**config.mk**
```make
export PLATFORM = sky130hd
export DESIGN_NAME = dsr_router
export DESIGN_NICKNAME = d
export VERILOG_FILES = /design/src/rtl/dsr_pkg.sv /design/src/rtl/dsr_regfile.sv /design/src/rtl/dsr_rd_port.sv /design/src/rtl/dsr_route.sv /design/src/rtl/dsr_router.sv
export SDC_FILE = /design/constraint.sdc
export NUM_CORES = 1
export LEC_CHECK = 0
export BUFFER_PORTS_ARGS = -buffer_cell sky130_fd_sc_hd__buf_2
export CAP_MARGIN = 15
export CORE_MARGIN = 2
export CORE_UTILIZATION = 54
export DETAILED_ROUTE_END_ITERATION = 10
export GPL_ROUTABILITY_DRIVEN = 0
export PLACE_DENSITY = 0.79
export SLEW_MARGIN = 30
export SYNTH_ARGS = -nofsm -noshare
export SYNTH_HDL_FRONTEND = slang
export SYNTH_HIERARCHICAL = 1
export SYNTH_SLANG_ARGS = --single-unit
```
**constraint.sdc**
```tcl
create_clock -name clk -period 3.2 [get_ports clk]
set_clock_uncertainty 0.05 [all_clocks]
set_input_delay 0.32 -clock clk [delete_from_list [all_inputs] [get_ports clk]]
set_output_delay 0.32 -clock clk [all_outputs]
set_load 0.1 [all_outputs]
```
**src/rtl/dsr_pkg.sv**
```systemverilog
package dsr_pkg;
  localparam int SEL_W  = 5;
  localparam int EN_BIT = 16;

  typedef struct packed {
    logic             en;
    logic [SEL_W-1:0] sel;
  } ctl_t;

  function automatic logic [31:0] ctl_to_word(ctl_t c);
    logic [31:0] w;
    w = '0;
    w[EN_BIT] = c.en;
    w[SEL_W-1:0] = c.sel;
    return w;
  endfunction

  function automatic ctl_t word_to_ctl(logic [31:0] w);
    ctl_t c;
    c.en  = w[EN_BIT];
    c.sel = w[SEL_W-1:0];
    return c;
  endfunction
endpackage

```
**src/rtl/dsr_regfile.sv**
```systemverilog
module dsr_regfile
  import dsr_pkg::*;
#(
  parameter int NUM_PERIPH = 12,
  parameter int AW         = 6
) (
  input  logic                   clk,
  input  logic                   rst,
  input  logic                   sys_we,
  input  logic [AW-1:0]          sys_addr,
  input  logic [31:0]            sys_wdata,
  input  logic                   dbg_we,
  input  logic [AW-1:0]          dbg_addr,
  input  logic [31:0]            dbg_wdata,
  output ctl_t [NUM_PERIPH-1:0]  ctl_q
);
  for (genvar i = 0; i < NUM_PERIPH; i++) begin : g_word
    logic sys_hit, dbg_hit;
    assign sys_hit = sys_we && (sys_addr == AW'(i));
    assign dbg_hit = dbg_we && (dbg_addr == AW'(i));

    always_ff @(posedge clk) begin
      if (rst)          ctl_q[i] <= '0;
      else if (dbg_hit) ctl_q[i] <= word_to_ctl(dbg_wdata);
      else if (sys_hit) ctl_q[i] <= word_to_ctl(sys_wdata);
    end
  end
endmodule

```
**src/rtl/dsr_rd_port.sv**
```systemverilog
module dsr_rd_port
  import dsr_pkg::*;
#(
  parameter int NUM_PERIPH = 12,
  parameter int AW         = 6
) (
  input  logic                  clk,
  input  logic                  rst,
  input  logic                  re,
  input  logic                  we,
  input  logic [AW-1:0]         addr,
  input  ctl_t [NUM_PERIPH-1:0] ctl_q,
  output logic [31:0]           rdata,
  output logic                  err
);
  localparam int IDX_W = (NUM_PERIPH > 1) ? $clog2(NUM_PERIPH) : 1;

  logic in_range;
  ctl_t picked;

  assign in_range = ({1'b0, addr} < (AW+1)'(NUM_PERIPH));

  always_comb begin
    picked = '0;
    for (int i = 0; i < NUM_PERIPH; i++)
      if (addr == AW'(i)) picked = ctl_q[i];
  end

  always_ff @(posedge clk) begin
    if (rst) begin
      rdata <= '0;
      err   <= 1'b0;
    end else begin
      rdata <= (re && in_range) ? ctl_to_word(picked) : '0;
      err   <= (re || we) && !in_range;
    end
  end

  logic [IDX_W-1:0] unused_idx;
  assign unused_idx = '0;
endmodule

```
**src/rtl/dsr_route.sv**
```systemverilog
module dsr_route
  import dsr_pkg::*;
#(
  parameter int NUM_PERIPH = 12,
  parameter int NUM_INIT   = 20
) (
  input  logic                  clk,
  input  logic                  rst,
  input  logic [NUM_INIT-1:0]   halted_i,
  input  ctl_t [NUM_PERIPH-1:0] ctl_q,
  output logic [NUM_PERIPH-1:0] suspend_o
);
  localparam int SEL_SPAN = 1 << SEL_W;

  logic [SEL_SPAN-1:0] halt_ext;
  assign halt_ext = SEL_SPAN'(halted_i);

  for (genvar p = 0; p < NUM_PERIPH; p++) begin : g_route
    always_ff @(posedge clk) begin
      if (rst) suspend_o[p] <= 1'b0;
      else     suspend_o[p] <= ctl_q[p].en && halt_ext[ctl_q[p].sel];
    end
  end
endmodule

```
**src/rtl/dsr_router.sv**
```systemverilog
module dsr_router
  import dsr_pkg::*;
#(
  parameter int NUM_PERIPH = 12,
  parameter int NUM_INIT   = 20,
  parameter int AW         = 6
) (
  input  logic                  clk,
  input  logic                  rst,
  input  logic [NUM_INIT-1:0]   halted_i,
  output logic [NUM_PERIPH-1:0] suspend_o,
  input  logic                  sys_re,
  input  logic                  sys_we,
  input  logic [AW-1:0]         sys_addr,
  input  logic [31:0]           sys_wdata,
  output logic [31:0]           sys_rdata,
  output logic                  sys_err,
  input  logic                  dbg_re,
  input  logic                  dbg_we,
  input  logic [AW-1:0]         dbg_addr,
  input  logic [31:0]           dbg_wdata,
  output logic [31:0]           dbg_rdata,
  output logic                  dbg_err
);
  ctl_t [NUM_PERIPH-1:0]            ctl_q;
  logic [NUM_PERIPH-1:0]            en_q;
  logic [NUM_PERIPH-1:0][SEL_W-1:0] sel_q;

  for (genvar p = 0; p < NUM_PERIPH; p++) begin : g_view
    assign en_q[p]  = ctl_q[p].en;
    assign sel_q[p] = ctl_q[p].sel;
  end

  dsr_regfile #(.NUM_PERIPH(NUM_PERIPH), .AW(AW)) u_regs (
    .clk(clk), .rst(rst),
    .sys_we(sys_we), .sys_addr(sys_addr), .sys_wdata(sys_wdata),
    .dbg_we(dbg_we), .dbg_addr(dbg_addr), .dbg_wdata(dbg_wdata),
    .ctl_q(ctl_q)
  );

  dsr_rd_port #(.NUM_PERIPH(NUM_PERIPH), .AW(AW)) u_sys_rd (
    .clk(clk), .rst(rst), .re(sys_re), .we(sys_we), .addr(sys_addr),
    .ctl_q(ctl_q), .rdata(sys_rdata), .err(sys_err)
  );

  dsr_rd_port #(.NUM_PERIPH(NUM_PERIPH), .AW(AW)) u_dbg_rd (
    .clk(clk), .rst(rst), .re(dbg_re), .we(dbg_we), .addr(dbg_addr),
    .ctl_q(ctl_q), .rdata(dbg_rdata), .err(dbg_err)
  );

  dsr_route #(.NUM_PERIPH(NUM_PERIPH), .NUM_INIT(NUM_INIT)) u_route (
    .clk(clk), .rst(rst), .halted_i(halted_i), .ctl_q(ctl_q),
    .suspend_o(suspend_o)
  );
endmodule

```
; Word level (Yosys, flattened, before mapping)
; Index checks and enable logic that the tools add are counted.
[op_classes]
n_lt_le_gt_ge = 14
eq_ne = 22
muxes = 72
bitwise_logic = 2
reduce_logical = 60
[op_table]
columns = cell, n
row1 = $mux 6, 48
row2 = $lt 5x6->1 const B, 12
row3 = $bmux 1 s5, 12
row4 = $eq 6x3->1 const B, 8
row5 = $eq 6x4->1 const B, 8
row6 = $logic_and 1x1->1, 40
row7 = $eq 6x2->1 const B, 4
row8 = $reduce_bool 2->1, 12
row9 = $eq 6x1->1 const B, 2
row10 = $logic_not 6->1, 2
row11 = $lt 6x4->1 const B, 2
row12 = $mux 1, 12
row13 = $reduce_or 2->1, 2
row14 = $logic_not 1->1, 2
row15 = $logic_or 1x1->1, 2
row16 = $not 1->1, 2
[totals]
reg_bits = 150
input_bits = 102
output_inout_bits = 78
word_cells = 212

; Logic depth before layout (Yosys ltp)
[depth]
depth_word = 13
mapped_depth = 8
ltp_nobuf = 5

; Modules after synthesis
; Netlist, hierarchy kept.
[modules_own_cells]
columns = mod, instances, cells_per_inst, area_per_inst_um2, seq_area_each_um2
row1 = dsr_regfile, 1, 438, 3573.4, 1441.4
row2 = dsr_route, 1, 260, 2606.2, 240.2
row3 = dsr_rd_port, 2, 147, 1213.7, 140.1

; Worst setup path after synthesis
; OpenSTA, ideal clock, no wires.
[synth_timing]
path_type = input port to flip-flop
start = input port dbg_addr[5]
end = register u_regs/ctl_q[48] (netlist name)
setup_time_ns = 0.134
arrival_time_ns = 1.629
required_ns = 3.016
slack_ns = 1.388
stages = 6
n_path_buf = 2
path_cell_list = or4b_1 buf_2 or3_1 buf_2 nor2_1 nor4_2
[synth_via]
elab_chain_cells = 3
elab_cells_between_ends = 4
classes_between = eq/ne: 1 / mux: 1 / reduce/logical: 2
[synth_lines]
columns = element, line_no
row1 = from (decl), dsr_router.sv:20  ; input logic [AW-1:0] dbg_addr,
row2 = $eq 6x4->1 *, dsr_regfile.sv:20  ; assign dbg_hit = dbg_we && (dbg_addr == AW'(i));
row3 = $logic_and 1x1->1 *, dsr_regfile.sv:20
row4 = $mux 6 / $reduce_bool 2->1 (equally long branches), -
; Every way passes the cells marked *; elsewhere a longest branch is shown, timed or not.
; A chain may end at the register's enable or synchronous reset.

; Final worst setup path
[layout_timing]
start = register u_regs/ctl_q[48] (netlist name)
end = register u_route.suspend_o[8]
[layout_via]
elab_chain_cells = 3
[layout_lines]
columns = element, line_no
row1 = $bmux 1 s5, dsr_route.sv:21  ; else suspend_o[p] <= ctl_q[p].en && halt_ext[ctl_q[p].sel];
row2 = $mux 1 (not written as such), dsr_route.sv:21
row3 = $logic_and 1x1->1, dsr_route.sv:21
row4 = "to (signal, indexed assignment)", dsr_route.sv:21
row5 = to (decl), dsr_route.sv:11  ; output logic [NUM_PERIPH-1:0] suspend_o
; Every way passes these cells. The select of a mux whose other input is x is not followed.

==> run metrics <==
status=finished clean; antenna violations before repair=0; reg-to-reg endpoint=u_route/suspend_o[8]; Synth Register Bits=98; CP max FO=12; non-filler cells, final=1216; Ant. Diodes=0; Die X=130.3 um; Hold/Removal Path Class=in2reg; Worst Setup End Kind=flop; Worst-Margin Slew=0.8749 ns; min Tclk post-route=2.039 ns; Post-Syn Instances=992; Top FF cell, synth=dfxtp_1; Synth Area in Compound Gates=0.1701; Hold-fix buffers, CTS=0; hold wc startpoint=sys_re; post-CTS sizing=0; Clock Path Buffers=2; post-synthesis mux area share=0.2306; register area share after synthesis=0.2279; global-route usage over all layers=0.3330; vias per cell=7.169; latest clock arrival within the worst-skew pair=0.36 ns; drc violations=0; Peak Freq=490.5 MHz; period utilization=0.6372; Post-Synth Adder-Cell Area=0; Synthesis Warnings=6; Power Total=0.003181 W; Syn-to-layout area delta=4.841%; die area=16970 um2; Overflow after GRT=0; largest net degree at the start of global routing=73; reg2reg start=u_regs/ctl_q[48]; Pwr Density=352.5 nW/um2; Max Cap Viol=0; Leak=3.023 nW; vias in the first global route=7510; Ports=180; clock root cell=clkbuf_16; DP HPWL=20020 um; core area=15710 um2; Inst Count DP=1200; worst hold path depth=3; CTS buffer count=9; initial core utilization=0.5478; largest family of logic cells by synthesized area=simple AND/OR/NAND/NOR gates; asr flop ratio synth=0; Mapped Area=8607 um2; Hold Violations, Final=0; die height=130.3 um; layout cells sized above 1=0.2290; endpoints failing setup=0; CP Data Required Time=3.37 ns; Post-CTS Setup Inserts=0; fin. max-slew vios=0; Final #Nets=1097; hold endpoint=u_sys_rd/err; Slew headroom=0.4142; FF-to-FF path depth=5; CTS H-tree depth=3; Row Count=46; CTS tree=done; Post-DRT Antenna Nets=0; RSZ-0062 raised after global routing=no; peak supply drop=0.0002883 V; Startpoint Class=flop; Post-Synth Simple-Gate Area=0.2663; drt first pass iters=6; syn avg cell area=8.676 um2; Post-synth EDFFs=0; Starting DRT DRC Count=1764; Port Buf Inserts=75; CP arrival=2.21 ns; clk sink count=98; critical path class=reg2reg; final WL=28890 um; synth unique cells=70; clk slew on worst S/H paths=0.07 ns; post-synthesis xor/xnor area fraction=0; detailed-route via count=8718; first-pass GRT wire length=43030 um; average wire per standard cell=23.75 um; r2r setup slk=1.16 ns; fillers=1374; setup_tns=0 ns
[synthesized netlist by cell type, types with 22 or more instances]
cell / count / share of area
nor2_1: 125 / 0.055
dfxtp_1: 98 / 0.23
nand2_1: 64 / 0.028
buf_4: 60 / 0.052
nand3_1: 56 / 0.033
mux4_2: 53 / 0.14
clkbuf_1: 46 / 0.020
nor3_1: 43 / 0.025
a311oi_1: 42 / 0.043
mux2i_1: 34 / 0.040
mux2_2: 33 / 0.043
a221oi_1: 28 / 0.028
buf_2: 27 / 0.016
a21oi_1: 26 / 0.015
o21ai_0: 22 / 0.013
[power by group]
part	internal (W)	switching, W	leakage [nW]	total, W
logic	0.000175	0.000580	2.08	0.000755
clock network	0.000642	0.000520	0.153	0.00116
registers	0.00123	0.0000318	0.791	0.00126
[worst max path at each step]
stage	from	to	slack, ns	cells past startpoint
finish	u_regs/ctl_q[48]	u_route/suspend_o[8]	1.16	5
global route	sys_addr[0]	u_regs/ctl_q[46]	1.08	6
floorplan	dbg_addr[5]	u_regs/ctl_q[48]	1.39	6
detailed placement	sys_addr[0]	u_regs/ctl_q[46]	0.92	6
CTS	u_regs/ctl_q[48]	u_route/suspend_o[8]	1.20	5
global placement	dbg_addr[0]	u_regs/ctl_q[62]	1.0	5
[worst max-delay path, cell delays in order (launching register included)]
cell and delay [ns]:
dfxtp_1 0.69, mux4_1 0.63, mux2i_1 0.15, nor3b_1 0.07, a211oi_1 0.24, nor3b_1 0.08
[sequential cells by signal (all words and copies together) (netlist names)]
signal and cells:
u_dbg_rd/err 1, u_sys_rd/rdata 6, u_regs/ctl_q 72, u_dbg_rd/rdata 6, u_sys_rd/err 1, u_route/suspend_o 12
[cell usage in the layout (no fill, tap or decap), types with 15 or more instances in the layout]
cell and count:
mux2i_1 34, a311oi_1 42, a221oi_1 28, dfxtp_1 98, o21ai_0 22, mux4_2 53, nor2b_1 20, buf_2 75
nand3_1 56, nand2b_1 15, nor2_1 125, nand2_1 64, nor3_1 43, mux2_2 33, a21oi_1 26, inv_1 15
conb_1 52
[metrics by stage]
step	setup slack, ns	utilization	area (um2)	hold WS [ns]
after floorplan	1.388	-	8795	0.3428
after global placement	0.9976	0.5545	8713	0.4385
after detailed placement	0.9244	0.5545	8713	0.4583
after CTS	1.202	0.5743	9024	0.2373
after global routing	1.078	0.5743	9024	0.2689
final	1.161	0.5743	9024	0.2480
[cell families after synthesis]
family                 after synthesis
AOI/OAI and AO/OA                  190
buffers and inverters              160
and+or+nand+nor                    419
DFF                                 98
muxes                              123
other                                2
[cell type report]
cell class	instances	area [um2]	share of cell area
Tap cell	216	270.3	0.02995
Multi-Input combinational cell	784	5947	0.6590
Sequential cell	98	1962	0.2174
Inverter	15	56.30	0.006240
Clock buffer	11	242.7	0.02690
Clock inverter	5	67.56	0.007488
Timing Repair Buffer	87	478.0	0.05297
[metal layers]
layer / routed length [um] / GRT usage
met3: 4366 / 0.07380
met2: 12260 / 0.4863
met4: 1370 / 0.1455
met5: 0 / 0
met1: 10880 / 0.4733
(Power assumes the default switching activity.)
